<file path="config.mk">
export PLATFORM = sky130hd
export DESIGN_NAME = disc_track_seq
export DESIGN_NICKNAME = d
export VERILOG_FILES = /design/src/rtl/disc_seq_pkg.sv /design/src/rtl/dts_sync.sv /design/src/rtl/dts_edge_det.sv /design/src/rtl/dts_pos_counter.sv /design/src/rtl/dts_xfer_fsm.sv /design/src/rtl/disc_track_seq.sv
export SDC_FILE = /design/constraint.sdc
export NUM_CORES = 1
export LEC_CHECK = 0
export ABC_AREA = 1
export CAP_MARGIN = 40
export CORE_MARGIN = 2
export CORE_UTILIZATION = 24
export DETAILED_ROUTE_END_ITERATION = 7
export GPL_TIMING_DRIVEN = 0
export PLACE_DENSITY_LB_ADDON = 0.08
export SLEW_MARGIN = 15
export SYNTH_ARGS = -nofsm -noshare
export SYNTH_HDL_FRONTEND = slang
export SYNTH_SLANG_ARGS = --single-unit
</file>
<file path="constraint.sdc">
create_clock -name clk -period 3.3 [get_ports clk]
set_input_delay 0.825 -clock clk [delete_from_list [all_inputs] [get_ports clk]]
set_output_delay 0.825 -clock clk [all_outputs]
set_load 0.03 [all_outputs]
</file>
<file path="src/rtl/disc_seq_pkg.sv">
package disc_seq_pkg;

    typedef enum logic [2:0] {
        ST_IDLE,
        ST_WARM,
        ST_WRUN,
        ST_WTAIL,
        ST_RARM,
        ST_RSKIP,
        ST_RCAP
    } seq_state_e;

    // Synchronised track events consumed by the sequencer.
    typedef struct packed {
        logic wfall;
        logic wrise;
        logic rfall;
        logic rdat;
    } trk_evt_t;

    function automatic logic is_write_state(seq_state_e s);
        return (s == ST_WARM) || (s == ST_WRUN) || (s == ST_WTAIL);
    endfunction

endpackage

</file>
<file path="src/rtl/dts_sync.sv">
module dts_sync #(
    parameter int WIDTH = 4,
    parameter int DEPTH = 2
) (
    input  logic             clk,
    input  logic             rst,
    input  logic [WIDTH-1:0] d,
    output logic [WIDTH-1:0] q
);
    logic [WIDTH-1:0] chain [DEPTH];

    always_ff @(posedge clk) begin
        if (rst) begin
            for (int i = 0; i < DEPTH; i++) chain[i] <= '0;
        end else begin
            chain[0] <= d;
            for (int i = 1; i < DEPTH; i++) chain[i] <= chain[i-1];
        end
    end

    assign q = chain[DEPTH-1];
endmodule

</file>
<file path="src/rtl/dts_edge_det.sv">
module dts_edge_det #(
    parameter int             N        = 4,
    parameter logic [N-1:0]   RISE_SEL = '0
) (
    input  logic         clk,
    input  logic         rst,
    input  logic [N-1:0] lvl,
    output logic [N-1:0] ev
);
    logic [N-1:0] prv;

    always_ff @(posedge clk) begin
        if (rst) prv <= '0;
        else     prv <= lvl;
    end

    for (genvar i = 0; i < N; i++) begin : g_ch
        if (RISE_SEL[i]) begin : g_rise
            assign ev[i] = lvl[i] & ~prv[i];
        end else begin : g_fall
            assign ev[i] = ~lvl[i] & prv[i];
        end
    end
endmodule

</file>
<file path="src/rtl/dts_pos_counter.sv">
module dts_pos_counter #(
    parameter int TRACK_BITS = 100000,
    localparam int POS_W     = $clog2(TRACK_BITS)
) (
    input  logic             clk,
    input  logic             rst,
    input  logic             org_i,
    input  logic             wfall_i,
    output logic [POS_W-1:0] pos_o
);
    localparam logic [POS_W-1:0] LAST = POS_W'(TRACK_BITS - 1);

    logic [POS_W-1:0] pos_q;

    always_ff @(posedge clk) begin
        if (rst)          pos_q <= '0;
        else if (org_i)   pos_q <= '0;
        else if (wfall_i) pos_q <= (pos_q == LAST) ? '0 : pos_q + 1'b1;
    end

    assign pos_o = pos_q;

    // an origin edge always leaves the counter at zero
    p_origin_clear_r1: assert property (@(posedge clk) disable iff (rst)
        $past(org_i) |-> (pos_q == '0));

    // counter never leaves the track range
    p_pos_range_r10: assert property (@(posedge clk) disable iff (rst)
        pos_q <= LAST);
endmodule

</file>
<file path="src/rtl/dts_xfer_fsm.sv">
module dts_xfer_fsm
    import disc_seq_pkg::*;
#(
    parameter int DATA_W   = 32,
    parameter int POS_W    = 17,
    parameter int READ_LAT = 2,
    localparam int LEN_W   = $clog2(DATA_W + 1),
    localparam int IDX_W   = $clog2(DATA_W),
    localparam int SKIP_W  = (READ_LAT > 1) ? $clog2(READ_LAT) : 1
) (
    input  logic              clk,
    input  logic              rst,
    input  trk_evt_t          evt_i,
    input  logic [POS_W-1:0]  pos_i,
    input  logic              cmd_valid,
    input  logic              cmd_write,
    input  logic [POS_W-1:0]  cmd_start,
    input  logic [LEN_W-1:0]  cmd_len,
    input  logic [DATA_W-1:0] cmd_word,
    output logic              data_wr,
    output logic              wr_en,
    output logic [DATA_W-1:0] rd_bits,
    output logic              done
);
    localparam logic [LEN_W-1:0]  LEN_MAX  = LEN_W'(DATA_W);
    localparam logic [SKIP_W-1:0] SKIP_END = SKIP_W'((READ_LAT > 0) ? READ_LAT - 1 : 0);

    seq_state_e        state_q;
    logic [POS_W-1:0]  start_q;
    logic [LEN_W-1:0]  len_q;
    logic [DATA_W-1:0] word_q;
    logic [LEN_W-1:0]  idx_q;
    logic [SKIP_W-1:0] skip_q;
    logic              data_q;
    logic              en_q;
    logic [DATA_W-1:0] rd_q;
    logic              done_q;

    logic             accept;
    logic             hit;
    logic [LEN_W-1:0] idx_nx;

    assign accept = cmd_valid && (state_q == ST_IDLE) &&
                    (cmd_len != '0) && (cmd_len <= LEN_MAX);
    assign hit    = evt_i.wfall && (pos_i == start_q);
    assign idx_nx = idx_q + 1'b1;

    always_ff @(posedge clk) begin
        if (rst) begin
            state_q <= ST_IDLE;
            start_q <= '0;
            len_q   <= '0;
            word_q  <= '0;
            idx_q   <= '0;
            skip_q  <= '0;
            data_q  <= 1'b0;
            en_q    <= 1'b0;
            rd_q    <= '0;
            done_q  <= 1'b0;
        end else begin
            done_q <= 1'b0;
            unique case (state_q)
                ST_IDLE: begin
                    if (accept) begin
                        start_q <= cmd_start;
                        len_q   <= cmd_len;
                        word_q  <= cmd_word;
                        idx_q   <= '0;
                        if (cmd_write) begin
                            data_q  <= cmd_word[0];
                            state_q <= ST_WARM;
                        end else begin
                            rd_q    <= '0;
                            state_q <= ST_RARM;
                        end
                    end
                end
                ST_WARM: begin
                    if (hit) begin
                        en_q    <= 1'b1;
                        state_q <= (len_q == LEN_W'(1)) ? ST_WTAIL : ST_WRUN;
                    end
                end
                ST_WRUN: begin
                    if (evt_i.wfall) begin
                        idx_q  <= idx_nx;
                        data_q <= word_q[idx_nx[IDX_W-1:0]];
                        if (idx_nx == len_q - 1'b1) state_q <= ST_WTAIL;
                    end
                end
                ST_WTAIL: begin
                    if (evt_i.wrise) begin
                        en_q    <= 1'b0;
                        data_q  <= 1'b0;
                        done_q  <= 1'b1;
                        state_q <= ST_IDLE;
                    end
                end
                ST_RARM: begin
                    if (hit) begin
                        skip_q  <= '0;
                        state_q <= (READ_LAT == 0) ? ST_RCAP : ST_RSKIP;
                    end
                end
                ST_RSKIP: begin
                    if (evt_i.rfall) begin
                        skip_q <= skip_q + 1'b1;
                        if (skip_q == SKIP_END) state_q <= ST_RCAP;
                    end
                end
                ST_RCAP: begin
                    if (evt_i.rfall) begin
                        rd_q[idx_q[IDX_W-1:0]] <= evt_i.rdat;
                        idx_q <= idx_nx;
                        if (idx_nx == len_q) begin
                            done_q  <= 1'b1;
                            state_q <= ST_IDLE;
                        end
                    end
                end
                default: state_q <= ST_IDLE;
            endcase
        end
    end

    assign data_wr = data_q;
    assign wr_en   = en_q;
    assign rd_bits = rd_q;
    assign done    = done_q;

    // done is never wider than one cycle
    p_done_single_r6: assert property (@(posedge clk) disable iff (rst)
        done_q |=> !done_q);

    // enable only starts on a synchronised write shift fall
    p_en_on_fall_r3: assert property (@(posedge clk) disable iff (rst)
        $rose(en_q) |-> $past(evt_i.wfall));

    // enable only ends on a synchronised write shift rise
    p_en_off_rise_r5: assert property (@(posedge clk) disable iff (rst)
        $fell(en_q) |-> $past(evt_i.wrise));

    // while enabled, data moves only on write shift falls
    p_data_hold_r4: assert property (@(posedge clk) disable iff (rst)
        (en_q && $past(en_q) && !$past(evt_i.wfall)) |-> $stable(data_q));

    // captured bits are untouched throughout a write
    p_rd_hold_r8: assert property (@(posedge clk) disable iff (rst)
        (is_write_state(state_q) && $past(is_write_state(state_q))) |-> $stable(rd_q));
endmodule

</file>
<file path="src/rtl/disc_track_seq.sv">
module disc_track_seq
    import disc_seq_pkg::*;
#(
    parameter int  TRACK_BITS  = 100000,
    parameter int  DATA_W      = 32,
    parameter int  SYNC_STAGES = 2,
    parameter int  READ_LAT    = 2,
    localparam int POS_W       = $clog2(TRACK_BITS),
    localparam int LEN_W       = $clog2(DATA_W + 1)
) (
    input  logic              clk,
    input  logic              rst,
    input  logic              wshift_in,
    input  logic              rshift_in,
    input  logic              origin_in,
    input  logic              rd_line_in,
    input  logic              cmd_valid,
    input  logic              cmd_write,
    input  logic [POS_W-1:0]  cmd_start,
    input  logic [LEN_W-1:0]  cmd_len,
    input  logic [DATA_W-1:0] cmd_word,
    output logic              data_wr,
    output logic              wr_en,
    output logic [DATA_W-1:0] rd_bits,
    output logic              done
);
    // Synchronised levels: {rd_line, origin, rshift, wshift}
    logic [3:0] lvl;
    // Events: [0] wshift fall, [1] wshift rise, [2] rshift fall, [3] origin rise
    logic [3:0] ev;
    logic [POS_W-1:0] pos;
    trk_evt_t evt;

    dts_sync #(.WIDTH(4), .DEPTH(SYNC_STAGES)) u_sync (
        .clk (clk),
        .rst (rst),
        .d   ({rd_line_in, origin_in, rshift_in, wshift_in}),
        .q   (lvl)
    );

    dts_edge_det #(.N(4), .RISE_SEL(4'b1010)) u_edge (
        .clk (clk),
        .rst (rst),
        .lvl ({lvl[2], lvl[1], lvl[0], lvl[0]}),
        .ev  (ev)
    );

    dts_pos_counter #(.TRACK_BITS(TRACK_BITS)) u_pos (
        .clk     (clk),
        .rst     (rst),
        .org_i   (ev[3]),
        .wfall_i (ev[0]),
        .pos_o   (pos)
    );

    assign evt = '{wfall: ev[0], wrise: ev[1], rfall: ev[2], rdat: lvl[3]};

    dts_xfer_fsm #(.DATA_W(DATA_W), .POS_W(POS_W), .READ_LAT(READ_LAT)) u_fsm (
        .clk       (clk),
        .rst       (rst),
        .evt_i     (evt),
        .pos_i     (pos),
        .cmd_valid (cmd_valid),
        .cmd_write (cmd_write),
        .cmd_start (cmd_start),
        .cmd_len   (cmd_len),
        .cmd_word  (cmd_word),
        .data_wr   (data_wr),
        .wr_en     (wr_en),
        .rd_bits   (rd_bits),
        .done      (done)
    );
endmodule

</file>
==> results.json, run 1 <==
{
  "placed_area_sq_um": 7700,
  "syn_to_final_growth_pct": 32.3,
  "fillers": 2876,
  "finalHoldViolations": 0,
  "max_slew.worst_pin.slew_ps": 682,
  "slew_headroom": 0.546,
  "ios": 98,
  "die_area_sq_um": 27600,
  "root_buffer": "clkbuf_16",
  "start_util": 0.243,
  "ys_async_sr_fraction": 0,
  "crit_type": "flip-flop to flip-flop",
  "grt_pass1_vias": 6044,
  "tns_ps": 0,
  "clk_pin_slew_worst_paths_ps": 60,
  "vias": 6002,
  "antenna_found_initial": 0,
  "hold_path_class": "flip-flop to flip-flop",
  "synth-seq-cells": 128,
  "final_layout_size_suffix_gt1_frac": 0.0801,
  "drt-vias-per-instance": 4.38,
  "drt_first_pass_iters": 7,
  "cts_resized": 0,
  "core_area_sq_um": 26000,
  "cts_made_buffers": 17,
  "rsz0062_at_grt": "no",
  "cts_hold_buffers": 0,
  "syn_nets": 978,
  "max_cap_violations": 0,
  "clock.fmax_mhz": 345,
  "io_buffers": 96,
  "place_hpwl_um": 15200,
  "grt_max_degree": 17,
  "r2r_cells": 16,
  "setup_viol": 0,
  "final_util": 0.322,
  "wl_per_cell_um": 14.6,
  "final_antenna_net_count": 0,
  "power_leakage_nw": 3.15,
  "critPathLaunchType": "flip-flop",
  "finClkSkew_ps": 10.9,
  "peakVddDrop_mv": 0.322,
  "final.period_utilization": 0.879,
  "syn_area_sq_um": 6320,
  "clock_sinks": 128,
  "ys_warn_count": 0,
  "ys_top_cells_by_area": "dfxtp_1, nand2_1, nor2_1",
  "cts_tree": "built",
  "dp_slack_ps": 406,
  "die_h_um": 166,
  "grt-ovfl-total": 0,
  "synth_top_cell_area_share": 0.406,
  "clk_latency_ps": 430,
  "fin_nets": 1093,
  "wl_um": 20000,
  "gp_congestion": 0.777,
  "grt_pass1_wl_um": 32400,
  "ys_seq_area_frac": 0.406,
  "drc": 0,
  "rows": 59,
  "cts_htree_levels": 4,
  "hold_ws_ps": 405,
  "die_w_um": 166,
  "finalWorstSetupSlack_ps": 398,
  "synth_cells": 908,
  "cp.arrival_ps": 3260,
  "cts_setup_buffers": 0,
  "track_usage": 0.148,
  "dr.first_iter.drc_count": 259,
  "synth_cell_type_count": 39,
  "p_per_area_nw_per_um2": 676,
  "slew_viol_final": 0,
  "synth_edf_count": 0,
  "cts_max_path_buffers": 2,
  "min_period_ps": 2900,
  "outcome": "completed",
  "synth_area_per_cell_sq_um": 6.96,
  "hold_path_depth": 2,
  "synth.most_common_cell": "nand2_1",
  "n_antenna_cell": 0,
  "worstPathMaxFanout": 10,
  "synth_top_cell_by_area": "dfxtp_1",
  "synth_ff_type": "dfxtp_1",
  "endpoint_kind": "flip-flop",
  "stdcell_area_sq_um": 8360,
  "synth_common_cells": "nand2_1, nor2_1, dfxtp_1",
  "required_ps": 3660
}
-- metrics by stage --
stage,total power [mW],instances
2_1_floorplan,3.03,908
3_3_place_gp,3.56,1339
3_5_place_dp,3.55,1339
4_1_cts,5.72,1371
5_1_grt,6.02,1371
6_report,5.65,1371
-- layout make-up --
cell class	count	area (sq um)	share of cell area
Sequential cell	128	2560	0.307
Buffer	41	215	0.0257
Inverter	96	360	0.0431
Clock inverter	12	206	0.0247
Timing Repair Buffer	96	961	0.115
Tap cell	335	419	0.0501
Multi-Input combinational cell	643	3180	0.380
Clock buffer	20	457	0.0546
-- sequential cells by signal (all words and copies together), names as in the netlist --
signal / flops
u_fsm.state_q: 3
u_fsm.wr_en: 1
u_fsm.skip_q: 1
u_fsm.len_q: 6
u_sync.chain: 8
u_fsm.data_wr: 1
u_fsm.start_q: 17
u_fsm.idx_q: 6
u_fsm.done: 1
u_edge.prv: 3
u_pos.pos_o: 17
u_fsm.rd_bits: 32
u_fsm.word_q: 32
-- logic make-up (layout without fill, tap and decap cells) --
family	Yosys count	count (layout)	share of synthesized area
and+or+nand+nor	396	396	0.276
AOI/OAI and AO/OA	221	221	0.184
buffers and inverters	137	265	0.0911
DFF	128	128	0.406
xor gates and xnor gates	19	19	0.0287
adders and majority gates	7	7	0.0139
-- where the power goes --
part / switching (mW) / total [mW] / internal [mW]
Sequential: 0.118 / 1.84 / 1.72
Combinational: 1.08 / 1.66 / 0.577
Clock: 0.762 / 2.15 / 1.39
Total: 1.96 / 5.65 / 3.69
-- metal layers --
metal / GRT usage / vias to the layer above / routed length, um
met4: 0.0465 / 0 / 258
met3: 0.0255 / 15 / 496
li1: - / 3191 / -
met5: 0 / - / 0
met1: 0.202 / 2703 / 10200
met2: 0.239 / 93 / 9010
-- final timing paths --
path | startpoint | to | slack, ps
min reg2reg | u_sync.chain[0][2]$_SDFF_PP0_ | u_sync.chain[0][6]$_SDFF_PP0_ | 400
min | u_sync.chain[0][2]$_SDFF_PP0_ | u_sync.chain[0][6]$_SDFF_PP0_ | 400
max reg2reg | u_fsm.idx_q[0]$_SDFFE_PP0P_ | u_fsm.state_q[0]$_SDFFE_PP0P_ | 400
max | u_fsm.idx_q[0]$_SDFFE_PP0P_ | u_fsm.state_q[0]$_SDFFE_PP0P_ | 400
-- cells in the final DEF, fill, tap and decap left out, types with 7 or more instances in the layout --
cell type / synthesis / routed
dfxtp_1: 128 / 128
ha_1: 7 / 7
inv_1: 86 / 86
inv_2: 9 / 9
o21ai_0: 103 / 103
clkdlybuf4s50_1: 0 / 96
clkbuf_16: 0 / 17
o211ai_1: 8 / 8
nand2_1: 157 / 157
clkbuf_1: 22 / 23
a21oi_1: 94 / 94
a211oi_1: 9 / 9
nand4_1: 9 / 9
nand3_1: 41 / 41
nor2_1: 142 / 142
nor3_1: 14 / 14
xor2_1: 9 / 9
nand2_2: 7 / 7
xnor2_1: 8 / 8
-- critical path, cell delays in order, from the launching register on --
cell      delay (ps)
dfxtp_1          360
buf_4            210
clkbuf_1         350
inv_1            180
ha_1             310
buf_2            200
xor2_1           150
or2_1            210
nor2_1           100
nand2_1          110
nor2_2           160
nor2_1            70
nor2_2           150
nand2_2           80
nand2_1           60
nand2_1           50
nor2_1            80
No activity file was read; power rests on OpenSTA's default activity.
==> run 2, diff against run 1 <==
- PLACE_DENSITY_LB_ADDON: 0.08 -> 0.3
==> results.json, run 2 (synthesized netlist as in run 1, its figures left out) <==
{
  "peakVddDrop_mv": 0.319,
  "p_int_mw": 3.38,
  "grt_pass1_wl_um": 30000,
  "ios": 98,
  "core_area_sq_um": 26000,
  "rows": 59,
  "final_common_cell": "nand2_1",
  "grt_pass1_vias": 5806,
  "clock.fmax_mhz": 356,
  "cts_tree": "built",
  "cp.arrival_ps": 3160,
  "die_w_um": 166,
  "finClkSkew_ps": 14.1,
  "slew_viol_final": 0,
  "place_hpwl_um": 14200,
  "clk_pin_slew_worst_paths_ps": 60,
  "max_slew.worst_pin.slew_ps": 609,
  "fin_nets": 1093,
  "final.period_utilization": 0.851,
  "p_per_area_nw_per_um2": 640,
  "wl_um": 18500,
  "cts_hold_buffers": 0,
  "n_antenna_cell": 0,
  "outcome": "completed",
  "combinationalPowerShare": 0.309,
  "drt_first_pass_iters": 5,
  "rsz0062_at_grt": "no",
  "clk_latency_ps": 420,
  "crit_type": "flip-flop to flip-flop",
  "power_leakage_nw": 3.11,
  "finalHoldViolations": 0,
  "critPathLaunchType": "flip-flop",
  "clock_sinks": 128,
  "placed_area_sq_um": 7700,
  "grt-ovfl-total": 0,
  "p_sw_frac": 0.361,
  "root_buffer": "clkbuf_16",
  "dr.first_iter.drc_count": 421,
  "grt_max_degree": 17,
  "wl_per_cell_um": 13.5,
  "gp_congestion": 0.825,
  "cts_made_buffers": 17,
  "vias": 6097,
  "min_period_ps": 2810,
  "final_layout_size_suffix_gt1_frac": 0.0801,
  "max_cap_violations": 0,
  "switchingPower_mw": 1.91,
  "final_antenna_net_count": 0,
  "tns_ps": 0,
  "stdcell_area_sq_um": 8260,
  "die_h_um": 166,
  "die_area_sq_um": 27600,
  "endpoint_kind": "flip-flop",
  "mostFrequentLayoutCells": "nand2_1, nor2_1, dfxtp_1, o21ai_0, clkdlybuf4s50_1",
  "hold_path_class": "flip-flop to flip-flop",
  "io_buffers": 96,
  "track_usage": 0.135,
  "start_util": 0.243,
  "seq_power_share": 0.348,
  "multi_input_area_sq_um": 3180,
  "drt-vias-per-instance": 4.45,
  "cts_setup_buffers": 0,
  "clkPwrFrac": 0.343,
  "worstPathMaxFanout": 10,
  "antenna_found_initial": 0,
  "cts_resized": 0,
  "cts_htree_levels": 4,
  "slew_headroom": 0.594,
  "syn_to_final_growth_pct": 30.8,
  "setup_viol": 0,
  "cts_max_path_buffers": 2,
  "fillers": 2870,
  "regArea_sq_um": 2560,
  "drc": 0,
  "required_ps": 3660
}
## run 2: layout make-up
| class | count | share of cell area |
|---|---|---|
| buffer | 41 | 0.0260 |
| clock buffer | 20 | 0.0553 |
| clock inverter | 12 | 0.0132 |
| inverter | 96 | 0.0436 |
| multi-input combinational | 643 | 0.385 |
| sequential | 128 | 0.310 |
| tap | 335 | 0.0507 |
| timing repair buffer | 96 | 0.116 |
## run 2: worst paths after layout
kind                                               startpoint                            end  slack, ps  cells past startpoint
worst max-delay path              u_fsm.idx_q[0]$_SDFFE_PP0P_  u_fsm.state_q[0]$_SDFFE_PP0P_        490                     16
worst min-delay path            u_sync.chain[0][2]$_SDFF_PP0_  u_sync.chain[0][6]$_SDFF_PP0_        400                      2
worst max register to register    u_fsm.idx_q[0]$_SDFFE_PP0P_  u_fsm.state_q[0]$_SDFFE_PP0P_        490                     16
worst min register to register  u_sync.chain[0][2]$_SDFF_PP0_  u_sync.chain[0][6]$_SDFF_PP0_        400                      2
## run 2: power by group through the flow
stage	registers (mW)	logic [mW]	clock network, mW
after global placement	1.87	1.61	0
after detailed placement	1.87	1.63	0
final	1.84	1.63	1.81
after floorplan	1.84	1.19	0
after global routing	1.86	1.85	1.92
after CTS	1.84	1.64	1.85
## run 2: metrics by stage
stage	util	worst slack (ps)	hold slack [ps]	instances	total power [mW]
final	0.318	493	405	1371	5.28
after global routing	0.318	207	431	1371	5.64
after CTS	0.318	487	408	1371	5.33
after detailed placement	0.296	502	398	1339	3.50
after global placement	0.296	522	400	1339	3.49
after floorplan	-	963	388	908	3.03
## run 2: metal layers
layer  global-route usage  wire [um]
met1                0.190       9470
met2                0.209       8150
met3               0.0255        708
met4               0.0390        135
met5                    0          0
## run 2: critical path, cell delays in order (launching register included)
cell and delay (ps):
dfxtp_1 360, buf_4 190, clkbuf_1 340, inv_1 160, ha_1 310, buf_2 190
xor2_1 150, or2_1 210, nor2_1 110, nand2_1 110, nor2_2 140, nor2_1 70
nor2_2 140, nand2_2 80, nand2_1 60, nand2_1 50, nor2_1 80
==> run 3, diff against run 2 <==
- HOLD_SLACK_MARGIN: default -> 0.06
==> results of run 3 <==
The final DEF is identical to that of run 2; final timing and power are the same.
